$ cat src/rtl/ffg_pkg.sv
package ffg_pkg;

  typedef enum logic {
    VERDICT_REJECT = 1'b0,
    VERDICT_ACCEPT = 1'b1
  } verdict_e;

  function automatic int wider(input int a, input int b);
    return (a > b) ? a : b;
  endfunction

endpackage

$ cat src/rtl/ffg_decode.sv
module ffg_decode #(
  parameter int FUSE_W = 32,
  parameter int CNT_W  = $clog2(FUSE_W + 1)
) (
  input  logic [FUSE_W-1:0] fuse_i,
  output logic [CNT_W-1:0]  floor_o,
  output logic              fault_o
);

  logic [CNT_W-1:0] run_cnt;
  logic [CNT_W-1:0] pop_cnt;
  logic             run;

  // Count the unbroken run of set bits from bit 0, and the total number of set bits.
  always_comb begin
    run     = 1'b1;
    run_cnt = '0;
    pop_cnt = '0;
    for (int i = 0; i < FUSE_W; i++) begin
      run     = run & fuse_i[i];
      run_cnt = run_cnt + CNT_W'(run);
      pop_cnt = pop_cnt + CNT_W'(fuse_i[i]);
    end
  end

  assign floor_o = run_cnt;
  // Any set bit outside the unbroken run means the pattern is not a thermometer code.
  assign fault_o = (pop_cnt != run_cnt);

endmodule

$ cat src/rtl/ffg_bank.sv
module ffg_bank #(
  parameter int                FUSE_W     = 32,
  parameter int                VER_W      = 8,
  parameter int                CNT_W      = $clog2(FUSE_W + 1),
  parameter logic [FUSE_W-1:0] INIT_FUSES = '0
) (
  input  logic              clk,
  input  logic              rst_n,
  input  logic              commit_i,
  input  logic [VER_W-1:0]  ver_i,
  input  logic [CNT_W-1:0]  floor_i,
  input  logic              fault_i,
  output logic [FUSE_W-1:0] fuse_o,
  output logic              exhausted_o
);
  import ffg_pkg::*;

  localparam int CMP_W = wider(VER_W, CNT_W);

  logic [FUSE_W-1:0] fuse_q;
  logic [FUSE_W-1:0] thermo;
  logic              raise;

  // Thermometer image of the commit version; it saturates at all ones by construction.
  always_comb begin
    for (int i = 0; i < FUSE_W; i++) begin
      thermo[i] = (int'(ver_i) > i);
    end
  end

  assign raise = commit_i && !fault_i && (CMP_W'(ver_i) > CMP_W'(floor_i));

  // Bits are only ever ORed in; reset models the power-up sense of the programmed pattern.
  always_ff @(posedge clk) begin
    if (!rst_n) begin
      fuse_q <= INIT_FUSES;
    end else if (raise) begin
      fuse_q <= fuse_q | thermo;
    end
  end

  assign fuse_o      = fuse_q;
  assign exhausted_o = &fuse_q;


  fuse_only_sets_chk: assert property (@(posedge clk) disable iff (!rst_n)
    1'b1 |=> ((fuse_q & $past(fuse_q)) == $past(fuse_q)));


  low_commit_keeps_chk: assert property (@(posedge clk) disable iff (!rst_n)
    (commit_i && (CMP_W'(ver_i) <= CMP_W'(floor_i))) |=> $stable(fuse_q));


  fault_freezes_chk: assert property (@(posedge clk) disable iff (!rst_n)
    fault_i |=> $stable(fuse_q));


  saturate_chk: assert property (@(posedge clk) disable iff (!rst_n)
    (commit_i && !fault_i && (int'(ver_i) >= FUSE_W)) |=> exhausted_o);


  idle_no_burn_chk: assert property (@(posedge clk) disable iff (!rst_n)
    !commit_i |=> $stable(fuse_q));

endmodule

$ cat src/rtl/ffg_judge.sv
module ffg_judge #(
  parameter int VER_W = 8,
  parameter int CNT_W = 6
) (
  input  logic             clk,
  input  logic             rst_n,
  input  logic             fire_i,
  input  logic [VER_W-1:0] ver_i,
  input  logic [CNT_W-1:0] floor_i,
  input  logic             fault_i,
  output logic             vrd_valid_o,
  output logic             vrd_accept_o
);
  import ffg_pkg::*;

  localparam int CMP_W = wider(VER_W, CNT_W);

  verdict_e verdict_d;
  verdict_e verdict_q;
  logic     valid_q;

  always_comb begin
    if (fault_i || (CMP_W'(ver_i) < CMP_W'(floor_i))) begin
      verdict_d = VERDICT_REJECT;
    end else begin
      verdict_d = VERDICT_ACCEPT;
    end
  end

  always_ff @(posedge clk) begin
    if (!rst_n) begin
      valid_q   <= 1'b0;
      verdict_q <= VERDICT_REJECT;
    end else begin
      valid_q <= fire_i;
      if (fire_i) begin
        verdict_q <= verdict_d;
      end
    end
  end

  assign vrd_valid_o  = valid_q;
  assign vrd_accept_o = (verdict_q == VERDICT_ACCEPT);


  below_floor_rejects_chk: assert property (@(posedge clk) disable iff (!rst_n)
    (fire_i && (CMP_W'(ver_i) < CMP_W'(floor_i))) |=> !vrd_accept_o);


  fault_rejects_chk: assert property (@(posedge clk) disable iff (!rst_n)
    (fire_i && fault_i) |=> !vrd_accept_o);


  verdict_hold_chk: assert property (@(posedge clk) disable iff (!rst_n)
    !fire_i |=> $stable(vrd_accept_o));

endmodule

$ cat src/rtl/fuse_floor_guard.sv
module fuse_floor_guard #(
  parameter int                FUSE_W     = 32,
  parameter int                VER_W      = 8,
  parameter logic [FUSE_W-1:0] INIT_FUSES = '0
) (
  input  logic             clk,
  input  logic             rst_n,
  input  logic [VER_W-1:0] ver_i,
  input  logic             chk_valid_i,
  output logic             chk_ready_o,
  input  logic             commit_i,
  output logic             vrd_valid_o,
  output logic             vrd_accept_o,
  output logic             fault_o,
  output logic             exhausted_o
);

  localparam int CNT_W = $clog2(FUSE_W + 1);

  logic [FUSE_W-1:0] fuse_w;
  logic [CNT_W-1:0]  floor_w;
  logic              fault_w;
  logic              fire;

  // A commit takes the cycle; a pending check waits.
  assign chk_ready_o = !commit_i;
  assign fire        = chk_valid_i && chk_ready_o;

  ffg_decode #(.FUSE_W(FUSE_W), .CNT_W(CNT_W)) u_decode (
    .fuse_i  (fuse_w),
    .floor_o (floor_w),
    .fault_o (fault_w)
  );

  ffg_bank #(.FUSE_W(FUSE_W), .VER_W(VER_W), .CNT_W(CNT_W), .INIT_FUSES(INIT_FUSES)) u_bank (
    .clk         (clk),
    .rst_n       (rst_n),
    .commit_i    (commit_i),
    .ver_i       (ver_i),
    .floor_i     (floor_w),
    .fault_i     (fault_w),
    .fuse_o      (fuse_w),
    .exhausted_o (exhausted_o)
  );

  ffg_judge #(.VER_W(VER_W), .CNT_W(CNT_W)) u_judge (
    .clk          (clk),
    .rst_n        (rst_n),
    .fire_i       (fire),
    .ver_i        (ver_i),
    .floor_i      (floor_w),
    .fault_i      (fault_w),
    .vrd_valid_o  (vrd_valid_o),
    .vrd_accept_o (vrd_accept_o)
  );

  assign fault_o = fault_w;


  verdict_follows_chk: assert property (@(posedge clk) disable iff (!rst_n)
    (chk_valid_i && chk_ready_o) |=> vrd_valid_o);


  no_spurious_verdict_chk: assert property (@(posedge clk) disable iff (!rst_n)
    !(chk_valid_i && chk_ready_o) |=> !vrd_valid_o);


  held_check_taken_chk: assert property (@(posedge clk) disable iff (!rst_n)
    (chk_valid_i && commit_i) |=> !vrd_valid_o);

endmodule

$ cat config.mk
export PLATFORM = sky130hd
export DESIGN_NAME = fuse_floor_guard
export DESIGN_NICKNAME = d
export VERILOG_FILES = /design/src/rtl/ffg_pkg.sv /design/src/rtl/ffg_decode.sv /design/src/rtl/ffg_bank.sv /design/src/rtl/ffg_judge.sv /design/src/rtl/fuse_floor_guard.sv
export SDC_FILE = /design/constraint.sdc
export NUM_CORES = 1
export LEC_CHECK = 0
export ABC_AREA = 1
export BUFFER_PORTS_ARGS = -buffer_cell sky130_fd_sc_hd__clkbuf_2
export CAP_MARGIN = 20
export CELL_PAD_IN_SITES_DETAIL_PLACEMENT = 1
export CELL_PAD_IN_SITES_GLOBAL_PLACEMENT = 2
export CORE_ASPECT_RATIO = 1.5
export CORE_MARGIN = 2
export CORE_UTILIZATION = 40
export DETAILED_ROUTE_END_ITERATION = 10
export HOLD_SLACK_MARGIN = 0.12
export PLACE_DENSITY = 0.82
export SYNTH_ARGS = -nofsm -noshare
export SYNTH_HDL_FRONTEND = slang
export SYNTH_HIERARCHICAL = 1
export SYNTH_SLANG_ARGS = --single-unit
$ cat constraint.sdc
create_clock -name clk -period 11 [get_ports clk]
set_input_delay 1.1 -clock clk [delete_from_list [all_inputs] [get_ports clk]]
set_output_delay 1.1 -clock clk [all_outputs]
set_load 0.03 [all_outputs]
==> impl_metrics.ini <==
[outcome]
outcome = completed

[hold_path]
hold_class = reg -> reg

[synth]
synth_nets = 587
syn_avg_cell_area_um2 = 8.55
yosysWarnings = 6
synth_compound_area_share_pct = 11.7
ys_seq_elements = 34
synth.top_cell.area_share_pct = 22.4
synthTopCellsByCount = 145 x inv_1, 55 x nand2_1, 48 x fa_1, 34 x dfxtp_1, 32 x a21oi_2
netlist_area_um2 = 4280
ys_top_cells_by_area = fa_1 22%, dfxtp_1 16%, inv_1 13%
seq_area_frac_synth_pct = 15.9
synth_ff_type = dfxtp_1
synth_adder_area_share_pct = 30.0
synthArstFlopShare_pct = 0
synth_top_family_by_area = adder cells
synth_cell_types = 41
syn_inst = 501
yosys.area_share.simple_pct = 24.6
yosysTopAreaCell = fa_1
synth-xor-area-share_pct = 1.84
synth-edff-count = 0
yosysMostFrequentCell = inv_1
synthMuxAreaShare_pct = 0

[cts]
clk_pin_slew_ns = 0.06
cts_tree = built
cts_resized = 0
cts_setup_buffers = 0
cts_buffer_depth = 2
clock_latency_ns = 0.28
ctsHoldBuffers = 0
cts_buffers = 5
ctsHtreeMaxLevel = 2
cts_sinks = 34
cts_root_buf = clkbuf_16

[global_route]
grt_overflow = 0
grt_use_met3_pct = 2.01
grtUsageMet1_pct = 23.6
grt_first_pass_wirelength_um = 18300
antenna_found_initial = 0
grtUsageTotal_pct = 21.1
met2_usage_pct = 40.5
busiest_layer = met2
grt_max_degree = 33
grt_pass1_vias = 3557

[finish]
drive_above_1_share_pct = 24.9
stdcell_area_um2 = 4620
utilization_pct = 43.9
regArea_um2 = 681
fin_cells = 659
multi_input_area_um2 = 2920
nNetsFinal = 601
n_fill_cell = 1287
antenna_cells = 0
syn2layout_area_growth_pct = 7.91

[floorplanning]
start_util_pct = 40.7
die_h_um = 131
die_area_um2 = 11600
pin_count = 17
design.core.area_um2 = 10500
die_x_um = 88.5
core.rowCount = 46

[timing]
fmaxAchievable_mhz = 109
finalWorstSetupSlack_ns = 1.80
slew_violations = 0
relSlewSlack_pct = 44.4
fin_worst_skew_ns = 0.00646
setup_viol = 0
fin_tns_setup_ns = 0
finalCriticalPeriod_ns = 9.20
holdWs_ns = 0.479
rsz0062_at_grt = no
timing.final.crit_share_pct = 83.6
finalHoldViolCount = 0
tightest_slew_ns = 0.831

[worst_setup_path]
cp.required_ns = 9.90
cp_slowest_cell = fa_1
critPathKind = reg -> out
cp.arrival_ns = 8.10
cp-end-kind = primary output
crit_path_start_kind = flop
critPathMaxFanout = 4
cpPeakStageDelay_ns = 0.56

[placement]
gp_congestion = 0.827
dp_slack_ns = 1.83
placedInstanceArea_um2 = 4430
hpwlAfterDp_um = 9640
place_inst = 651
portBuffers = 16

[pwr]
ir_drop_mv = 0.230
p_int_uw = 770
power_frac_seq_pct = 12.1
pwr-share-comb_pct = 77.6
swShare_pct = 51.0
power.density_nw_per_um2 = 340
power_mw = 1.57
leakage_nw = 2.00
p_clk_share_pct = 10.3
netSwitchingPower_uw = 801

[routing]
drtIter0Drc = 96
drcViolationCount = 0
wire_per_inst_um = 17.0
drt_pass1_iterations = 4
drt_wl_total_um = 11200
vias_per_cell = 4.82
ant_nets = 0
via_count = 3176

[job]
maxCapViolCount = 0
==> cell usage in the layout, fill, tap and decap left out, types with 9 or more instances in the layout <==
master	instances
nand2_1	55
a21oi_1	9
fa_1	48
nand3_2	30
a21oi_2	32
ha_1	26
o21ai_0	9
nor2_1	23
inv_1	145
nor2_4	9
dfxtp_1	34
clkbuf_2	16
==> sequential cells by signal (all words and copies together) (netlist names) <==
| name | cells |
|---|---|
| u_bank/fuse_o | 32 |
| u_judge/vrd_accept_o | 1 |
| u_judge/vrd_valid_o | 1 |
==> critical path: cells and delay by family, from the launching register on <==
| family | cells | cell delay, ns |
|---|---|---|
| and+or+nand+nor | 17 | 2.34 |
| AOI/OAI and AO/OA | 3 | 0.54 |
| adders and majority gates | 9 | 3.85 |
| xor gates and xnor gates | 1 | 0.37 |
| buffers and inverters | 2 | 0.29 |
| DFF | 1 | 0.45 |
==> cell families after synthesis <==
group	after synthesis
XOR/XNOR	9
flip-flops	34
AO/OA/AOI/OAI	64
adder cells (fa/ha/maj)	74
buffers and inverters	161
AND/OR/NAND/NOR	159
==> routing by layer <==
metal / wire length, um / vias up
met4: 324 / 0
met1: 4360 / 1572
li1: - / 1553
met2: 6370 / 32
met3: 131 / 19
met5: 0 / -
==> power by group through the flow <==
stage | sequential (mW) | clock [mW] | combinational, mW
floorplan | 0.182 | 0 | 0.998
global placement | 0.193 | 0 | 1.13
detailed placement | 0.194 | 0 | 1.17
CTS | 0.192 | 0.165 | 1.18
global route | 0.195 | 0.169 | 1.37
finish | 0.191 | 0.162 | 1.22
==> layout make-up <==
type / count / share of cell area (%)
Multi-Input combinational cell: 306 / 63.2
Sequential cell: 34 / 14.7
Tap cell: 144 / 3.90
Clock buffer: 6 / 3.00
Clock inverter: 1 / 0.650
Timing Repair Buffer: 18 / 2.33
Inverter: 150 / 12.2
==> path summary, 6_finish.rpt <==
kind / startpoint / end / slack, ns / depth (start not counted)
worst max-delay path: u_bank/fuse_o[0] / fault_o / 1.80 / 32
worst min-delay path: u_judge/vrd_accept_o / u_judge/vrd_accept_o / 0.48 / 2
worst max register to register: u_bank/fuse_o[0] / u_bank/fuse_o[25] / 2.10 / 36
worst min register to register: u_judge/vrd_accept_o / u_judge/vrd_accept_o / 0.48 / 2
(Power assumes the default switching activity.)
